$ cat src/rtl/sst_pkg.sv
package sst_pkg;

   // one decoded flag update for the current cycle
   typedef struct packed {
      logic clear;   // exception entry: wipe everything
      logic ld_tf;   // load trap flag
      logic ld_rf;   // load resume flag
      logic tf_val;
      logic rf_val;
   } flag_cmd_t;

   function automatic flag_cmd_t decode_cmd(input logic enter,
                                            input logic wr,
                                            input logic ret,
                                            input logic tf_bit,
                                            input logic rf_bit);
      flag_cmd_t c;
      c.clear  = enter;
      c.ld_tf  = !enter && (wr || ret);
      c.ld_rf  = !enter && ret;
      c.tf_val = tf_bit;
      c.rf_val = rf_bit;
      return c;
   endfunction

endpackage

$ cat src/rtl/sst_flag_reg.sv
module sst_flag_reg
   import sst_pkg::*;
#(
   parameter int FLAGS_W = 32,
   parameter int TF_BIT  = 8,
   parameter int RF_BIT  = 16
) (
   input  logic               clk,
   input  logic               rst_n,
   input  logic               retire,
   input  logic               flags_wr,
   input  logic               exc_return,
   input  logic               exc_enter,
   input  logic [FLAGS_W-1:0] wdata,
   output logic               tf,
   output logic               rf,
   output logic               tf_next
);

   flag_cmd_t cmd;
   logic      rf_next;
   logic      unused_wdata_bits;

   assign unused_wdata_bits = ^wdata;

   always_comb begin
      cmd = decode_cmd(exc_enter, flags_wr, exc_return,
                       wdata[TF_BIT], wdata[RF_BIT]);
   end

   // trap flag value after this cycle's update
   always_comb begin
      if (cmd.clear)      tf_next = 1'b0;
      else if (cmd.ld_tf) tf_next = cmd.tf_val;
      else                tf_next = tf;
   end

   // resume flag: a reload wins over the retire auto-clear
   always_comb begin
      if (cmd.clear)      rf_next = 1'b0;
      else if (cmd.ld_rf) rf_next = cmd.rf_val;
      else if (retire)    rf_next = 1'b0;
      else                rf_next = rf;
   end

   always_ff @(posedge clk or negedge rst_n) begin
      if (!rst_n) begin
         tf <= 1'b0;
         rf <= 1'b0;
      end else begin
         tf <= tf_next;
         rf <= rf_next;
      end
   end

endmodule

$ cat src/rtl/sst_step_arm.sv
module sst_step_arm (
   input  logic clk,
   input  logic rst_n,
   input  logic retire,
   input  logic exc_enter,
   input  logic tf_next,
   output logic step_fire
);

   // armed: trap flag was set when the last instruction retired
   logic armed;

   assign step_fire = retire && armed && !exc_enter;

   always_ff @(posedge clk or negedge rst_n) begin
      if (!rst_n)         armed <= 1'b0;
      else if (exc_enter) armed <= 1'b0;
      else if (retire)    armed <= tf_next;
   end

endmodule

$ cat src/rtl/sst_bp_gate.sv
module sst_bp_gate #(
   parameter int N_BP = 4
) (
   input  logic [N_BP-1:0] hit,
   input  logic            rf,
   input  logic            exc_enter,
   output logic [N_BP-1:0] fire
);

   for (genvar k = 0; k < N_BP; k++) begin : g_slot
      assign fire[k] = hit[k] && !rf && !exc_enter;
   end

endmodule

$ cat src/rtl/sst_trap_seq.sv
module sst_trap_seq #(
   parameter int FLAGS_W = 32,
   parameter int TF_BIT  = 8,
   parameter int RF_BIT  = 16,
   parameter int N_BP    = 4,
   parameter int STAT_W  = 16,
   parameter int BS_BIT  = 14
) (
   input  logic               clk,
   input  logic               rst_n,
   input  logic               retire_i,
   input  logic               flags_wr_i,
   input  logic               exc_return_i,
   input  logic               exc_enter_i,
   input  logic [FLAGS_W-1:0] flags_wdata_i,
   input  logic [N_BP-1:0]    bp_hit_i,
   output logic               dbg_trap_o,
   output logic [STAT_W-1:0]  dbg_status_o,
   output logic               tf_o,
   output logic               rf_o
);

   localparam int BP_TOP = N_BP - 1;

   if (TF_BIT >= FLAGS_W || RF_BIT >= FLAGS_W) begin : g_bad_flag_pos
      $error("flag bit position outside flags word");
   end
   if (TF_BIT == RF_BIT) begin : g_bad_flag_alias
      $error("trap and resume flags share a bit");
   end
   if (BS_BIT >= STAT_W || N_BP < 1 || N_BP > BS_BIT) begin : g_bad_status
      $error("status layout does not fit");
   end

   logic            tf_q, rf_q, tf_nx, step_fire;
   logic [N_BP-1:0] bp_fire;

   sst_flag_reg #(
      .FLAGS_W(FLAGS_W), .TF_BIT(TF_BIT), .RF_BIT(RF_BIT)
   ) i_flags (
      .clk       (clk),
      .rst_n     (rst_n),
      .retire    (retire_i),
      .flags_wr  (flags_wr_i),
      .exc_return(exc_return_i),
      .exc_enter (exc_enter_i),
      .wdata     (flags_wdata_i),
      .tf        (tf_q),
      .rf        (rf_q),
      .tf_next   (tf_nx)
   );

   sst_step_arm i_arm (
      .clk      (clk),
      .rst_n    (rst_n),
      .retire   (retire_i),
      .exc_enter(exc_enter_i),
      .tf_next  (tf_nx),
      .step_fire(step_fire)
   );

   sst_bp_gate #(.N_BP(N_BP)) i_bp (
      .hit      (bp_hit_i),
      .rf       (rf_q),
      .exc_enter(exc_enter_i),
      .fire     (bp_fire)
   );

   // status word assembly, one bit at a time
   for (genvar b = 0; b < STAT_W; b++) begin : g_stat
      if (b == BS_BIT) begin : g_bs
         assign dbg_status_o[b] = step_fire;
      end else if (b <= BP_TOP) begin : g_bp
         assign dbg_status_o[b] = bp_fire[b];
      end else begin : g_zero
         assign dbg_status_o[b] = 1'b0;
      end
   end

   assign dbg_trap_o = |dbg_status_o;
   assign tf_o       = tf_q;
   assign rf_o       = rf_q;

endmodule

$ cat config.mk
export PLATFORM = sky130hd
export DESIGN_NAME = sst_trap_seq
export DESIGN_NICKNAME = d
export VERILOG_FILES = /design/src/rtl/sst_pkg.sv /design/src/rtl/sst_flag_reg.sv /design/src/rtl/sst_step_arm.sv /design/src/rtl/sst_bp_gate.sv /design/src/rtl/sst_trap_seq.sv
export SDC_FILE = /design/constraint.sdc
export NUM_CORES = 1
export LEC_CHECK = 0
export BUFFER_PORTS_ARGS = -buffer_cell sky130_fd_sc_hd__buf_2
export CORE_AREA = 2 2 39 41
export CTS_BUF_LIST = sky130_fd_sc_hd__clkbuf_8 sky130_fd_sc_hd__clkbuf_16
export DETAILED_ROUTE_END_ITERATION = 16
export DIE_AREA = 0 0 41 43
export GPL_TIMING_DRIVEN = 1
export PLACE_DENSITY = 0.76
export SLEW_MARGIN = 20
export SYNTH_ARGS = -nofsm -noshare
export SYNTH_HDL_FRONTEND = slang
export SYNTH_HIERARCHICAL = 1
export SYNTH_SLANG_ARGS = --single-unit
$ cat constraint.sdc
create_clock -name clk -period 1.4 [get_ports clk]
set_input_delay 0.28 -clock clk [delete_from_list [all_inputs] [get_ports clk]]
set_output_delay 0.28 -clock clk [all_outputs]
set_load 0.02 [all_outputs]
==> flow_summary.yaml, run 1 <==
floorplanning:
  boundaryPins: 61
  die_w_um: 41
  core_area_mm2: 0.00138
  placementRows: 14
  die_area_mm2: 0.00176
  die_height_um: 43
  start_util: 0.194
cells_and_area:
  antenna_cells: 0
  layout_common_cells: "buf_2, conb_1, nor3b_4"
  multi_input_gate_area_in_the_final_layout_um2: 191
  area_delta_synth_final_pct: 67.0
  most_common_cell_after_layout_fill_and_taps_aside: "buf_2"
  sequential_cell_area_um2: 76.3
  drive_gt1_frac: 0.509
  finalNetCount: 98
  final-instance-count-excl-fill: 71
  stdcell_area_um2: 449
  fillerInstances: 163
synth:
  postSynthRegisterBits: 3
  synth_cells: 33
  synth.yosys.warnings: 6
  synth_area_um2: 269
  seq_area_frac_synth: 0.279
  post_synth_num_cell_types: 11
  syn-mean-instance-area_um2: 8.15
power:
  power_density_mw_per_mm2: 1020
  max-vdd-ir-drop_v: 0.000714
  leakage_component_of_the_power_nw: 0.238
setup_path:
  setup.worst_path.class: "reg -> out"
  required_time_at_the_endpoint_of_the_critical_path_ns: 1.12
  crit_path_max_incr_delay_ns: 0.48
  critPathMaxFanout: 6
  critical_path.endpoint_type: "output pin"
  cells_traversed_along_the_worst_timing_path: "nor3b_4 > nor3_2 > nand2_1 > buf_6"
  critical_path.slowest_cell: "dfrtp_2"
  arrival_ns: 1.17
  timing.critical_path.from_type: "flip-flop"
detailed_routing:
  drt_first_iter_violations: 0
  num_vias: 279
  drt-total-wl_um: 629
  drc: 0
  ant_nets: 0
  firstDrtPassIters: 1
  detail_route.vias_per_cell: 3.93
  post_drt_wl_per_cell_um: 8.86
timing:
  finalCriticalPeriod_ns: 1.45
  setup_total_neg_slack_ns: -0.0485
  rsz_0062_raised_after_global_routing: "yes"
  post-route-worst-setup-slack_ns: -0.0485
  report.final.slew_viol_count: 0
  post_route_fraction_of_the_period_consumed_by_the_critical_path: 1.03
  max_freq_ghz: 0.690
  clock_skew_ns: 0.0000412
  setup_viol: 1
  hold_violations: 0
  fin_worst_hold_slack_ns: 0.311
clock_tree:
  clkTransAtPathRegs_ns: 0.03
  tritoncts: "yes"
  cts-htree-levels: 1
  clk-insertion-delay-late_ns: 0.21
  number_of_buffers_on_the_longest_clock_path: 2
  cts_setup_buffers: 0
  cts_buffers: 3
  cts.root.buffer_cell: "clkbuf_8"
  clock_sink_total: 3
global_route:
  wire_length_of_the_first_global_routing_pass_um: 862
  globalRouteOverflowTotal: 0
  first_global_vias: 224
  maximum_number_of_pins_on_one_net_before_global_route_repair: 9
  global_route.usage.total: 0.0775
  initial_antenna_violation_count: 0
placed_design:
  place.detailed.instances: 66
  dpl_worst_slack_ns: 0.0474
  gp_congestion: 0.538
  place_hpwl_um: 533
  placedInstanceArea_um2: 378
  quantity_of_i_o_buffers_inserted_on_ports: 19
run_status:
  outcome: "finished with violations"
  failed_checks: "negative setup slack"
hold_path:
  worst_hold_path_type: "in -> reg"
job:
  max_cap_viol_count: 0
## logic make-up after synthesis
logic type             share of synthesized area
flip-flops                                 0.279
AND/OR/NAND/NOR                            0.279
AO/OA/AOI/OAI                             0.0558
other                                     0.0139
multiplexers                              0.0372
buffers and inverters                      0.335
## worst paths after layout
check,start,endpoint,slack (ns),cells after the start
worst max-delay path,i_flags/rf,dbg_trap_o,-0.05,4
worst min-delay path,flags_wdata_i[16],i_flags/rf,0.31,3
worst max register to register,i_flags/tf,i_arm/armed,0.29,4
worst min register to register,i_arm/armed,i_arm/armed,0.52,2
max in group asynchronous,rst_n,i_flags/rf,0.90,2
min in group asynchronous,rst_n,i_arm/armed,0.39,2
## per-layer routing
metal  vias to the layer above  GRT usage  part of all wire
li1                        131          -                 -
met1                       123     0.0744              0.33
met2                        23      0.113              0.51
met3                         2     0.0314              0.14
met4                         0     0.0800             0.027
met5                         -          0                 0
## registers in the layout, summed over array words and instances, names as in the netlist
register,count
i_flags/rf,1
i_arm/armed,1
i_flags/tf,1
## through the flow
stage               power (mW)   util
finish                   0.457  0.325
global route             0.490  0.325
CTS                      0.464  0.321
detailed placement       0.206  0.273
floorplan                0.191      -
global placement         0.204  0.273
## repair_timing
item,4_1_cts,5_1_grt
endpoints found under the setup margin,2,5
hold buffers,1,0
cloned,0,0
hold endpoints to repair,3,0
pin swaps,2,3
gates resized for setup,3,2
## power breakdown
part	switching (mW)	internal, mW
Combinational	0.0701	0.0454
Clock	0.0567	0.187
Sequential	0.00610	0.0916
Total	0.133	0.324
## area by class of cell
cell class | count | share of cell area
Clock buffer | 3 | 0.0919
Multi-Input combinational cell | 28 | 0.426
Timing Repair Buffer | 20 | 0.259
Sequential cell | 3 | 0.170
Clock inverter | 1 | 0.00836
Tap cell | 16 | 0.0446
## synth_stat cells
cell / number / share of area
mux2i_1: 1 / 0.037
or3b_1: 2 / 0.065
nor3b_1: 4 / 0.11
conb_1: 1 / 0.014
nand2_1: 3 / 0.042
dfrtp_1: 3 / 0.28
nor3_1: 1 / 0.019
buf_4: 12 / 0.33
o21ai_0: 1 / 0.019
nor2_1: 3 / 0.042
a21oi_1: 2 / 0.037
## worst max-delay path: cells and delay by family, from the launching register on
kind          cells  cell delay, ns
simple gates      3            0.36
flops             1            0.48
buf+inv           1            0.11
Power figures use the tool's default switching activity.
==> inputs of run 2 (changes only) <==
--- a/config.mk
+++ b/config.mk
@@ -7,7 +7,7 @@
 export LEC_CHECK = 0
 export BUFFER_PORTS_ARGS = -buffer_cell sky130_fd_sc_hd__buf_2
 export CORE_AREA = 2 2 39 41
-export CTS_BUF_LIST = sky130_fd_sc_hd__clkbuf_8 sky130_fd_sc_hd__clkbuf_16
+export CTS_BUF_LIST = sky130_fd_sc_hd__clkbuf_4 sky130_fd_sc_hd__clkbuf_8
 export DETAILED_ROUTE_END_ITERATION = 16
 export DIE_AREA = 0 0 41 43
 export GPL_TIMING_DRIVEN = 1
==> run 2 against run 1 <==
Effect of this change:
- the flow still finishes with violations (negative setup slack)
- sequential power barely moved
- fmax fell by 1.3%
- clock power fell by 30%
- sequential share of layout area rose by 0.59 points
- count of clock-buffer cells in the layout rose by 1
- power fell by 16%
- non-clock buffer count did not move
==> flow_summary.yaml, run 2 (synthesized netlist as in run 1, its figures left out) <==
timing:
  report.final.slew_viol_count: 0
  hold_violations: 0
  max_freq_ghz: 0.682
  post_route_fraction_of_the_period_consumed_by_the_critical_path: 1.05
  setup_total_neg_slack_ns: -0.0847
  clock_skew_ns: 0.0000404
  rsz_0062_raised_after_global_routing: "yes"
  finalCriticalPeriod_ns: 1.47
  fin_worst_hold_slack_ns: 0.300
  post-route-worst-setup-slack_ns: -0.0669
  setup_viol: 2
global_route:
  initial_antenna_violation_count: 0
  maximum_number_of_pins_on_one_net_before_global_route_repair: 9
  global_route.usage.total: 0.0755
  globalRouteOverflowTotal: 0
  first_global_vias: 227
  wire_length_of_the_first_global_routing_pass_um: 862
cells_and_area:
  drive_gt1_frac: 0.527
  final_util: 0.314
  layout_common_cells: "buf_2, conb_1, clkbuf_4, nor3b_4"
  largestRegisters: "i_arm/armed (1), i_flags/rf (1), i_flags/tf (1)"
  antenna_cells: 0
  most_common_cell_after_layout_fill_and_taps_aside: "buf_2"
  area_delta_synth_final_pct: 61.4
  finalNetCount: 98
power:
  switching_share: 0.316
  power_frac_clock: 0.445
  sequentialPowerShare: 0.254
  report.power.total_mw: 0.384
  power_switching_mw: 0.121
  power_density_mw_per_mm2: 886
  combPwrFrac: 0.302
  p_int_mw: 0.263
  leakage_component_of_the_power_nw: 0.229
  max-vdd-ir-drop_v: 0.000306
setup_path:
  rr_startpoint: "i_flags/tf"
  arrival_ns: 1.19
  setup.worst_path.class: "reg -> out"
  required_time_at_the_endpoint_of_the_critical_path_ns: 1.12
  r2r_end: "i_arm/armed"
  critical_path.endpoint_type: "output pin"
  ff2ff_setup_slack_ns: 0.29
  critPathMaxFanout: 6
  reg2reg_depth: 4
  timing.critical_path.from_type: "flip-flop"
hold_path:
  hold_path.startpoint: "flags_wdata_i[16]"
  holdPathStages: 3
  worst_hold_path.endpoint: "i_flags/rf"
  worst_hold_path_type: "in -> reg"
detailed_routing:
  drc: 0
  drt_first_iter_violations: 0
  ant_nets: 0
  post_drt_wl_per_cell_um: 9.00
  drt-total-wl_um: 639
  num_vias: 274
  detail_route.vias_per_cell: 3.86
  firstDrtPassIters: 1
clock_tree:
  tritoncts: "yes"
  clock_sink_total: 3
  number_of_buffers_on_the_longest_clock_path: 2
  cts-htree-levels: 1
  cts_buffers: 3
  cts_setup_buffers: 0
  clkTransAtPathRegs_ns: 0.04
  clk-insertion-delay-late_ns: 0.23
  cts.root.buffer_cell: "clkbuf_4"
floorplanning:
  die_height_um: 43
  boundaryPins: 61
  die_area_mm2: 0.00176
  core_area_mm2: 0.00138
  die_w_um: 41
  start_util: 0.194
  placementRows: 14
job:
  max_cap_viol_count: 0
placed_design:
  place_hpwl_um: 533
  gp_congestion: 0.538
  quantity_of_i_o_buffers_inserted_on_ports: 19
run_status:
  failed_checks: "negative setup slack"
  outcome: "finished with violations"
run 2: cell count changes in the layout (fill, tap and decap cells not counted), sizes merged:
cell,previous run,this run
clkbuf,3,4
inv,1,0
run 2: layout make-up:
class	instances	area, µm²
tap	16	20.0
timing repair buffer	20	116
fill	164	950
multi-input combinational	28	191
sequential	3	76.3
clock buffer	4	30.0
run 2: critical path: stages, from the launching register on:
cell and delay [ns]:
dfrtp_2 0.48, nor3b_4 0.22, nor3_2 0.07, nand2_1 0.07, buf_6 0.11
run 2: how the worst max path moves through the flow:
stage	startpoint	end	slack, ns	depth (start not counted)
after floorplan	i_flags/rf	dbg_trap_o	0.006	3
after global placement	exc_enter_i	dbg_trap_o	0.07	5
after detailed placement	exc_enter_i	dbg_trap_o	0.05	5
after CTS	i_flags/rf	dbg_trap_o	-0.08	4
after global routing	i_flags/rf	dbg_trap_o	-0.14	4
final	i_flags/rf	dbg_trap_o	-0.07	4
run 2: metal layers:
metal,routed length (µm),global-route usage,up-vias
li1,-,-,131
met3,75,0.0157,0
met4,0,0.0800,0
met1,222,0.0712,122
met2,341,0.119,21
met5,0,0,-
run 2: through the flow:
step,cell area (µm²),setup WS [ns],cells
CTS,432,-0.0795,71
global route,434,-0.144,71
floorplan,353,0.00646,43
global placement,378,0.0719,66
detailed placement,378,0.0474,66
finish,434,-0.0669,71
run 2: power groups by stage:
stage | clock (mW) | sequential, mW | combinational, mW
after floorplan | 0 | 0.102 | 0.0887
after global placement | 0 | 0.0985 | 0.105
after detailed placement | 0 | 0.0988 | 0.107
after CTS | 0.181 | 0.0977 | 0.116
after global routing | 0.193 | 0.0983 | 0.127
final | 0.171 | 0.0976 | 0.116
run 2: what timing repair did:
| action | in CTS | in global routing |
|---|---|---|
| gates cloned | 0 | 0 |
| gates resized for setup | 4 | 1 |
| endpoints found under the setup margin | 4 | 5 |
| hold buffers | 1 | 0 |
| pin swaps | 2 | 3 |
| hold endpoints to repair | 3 | 0 |
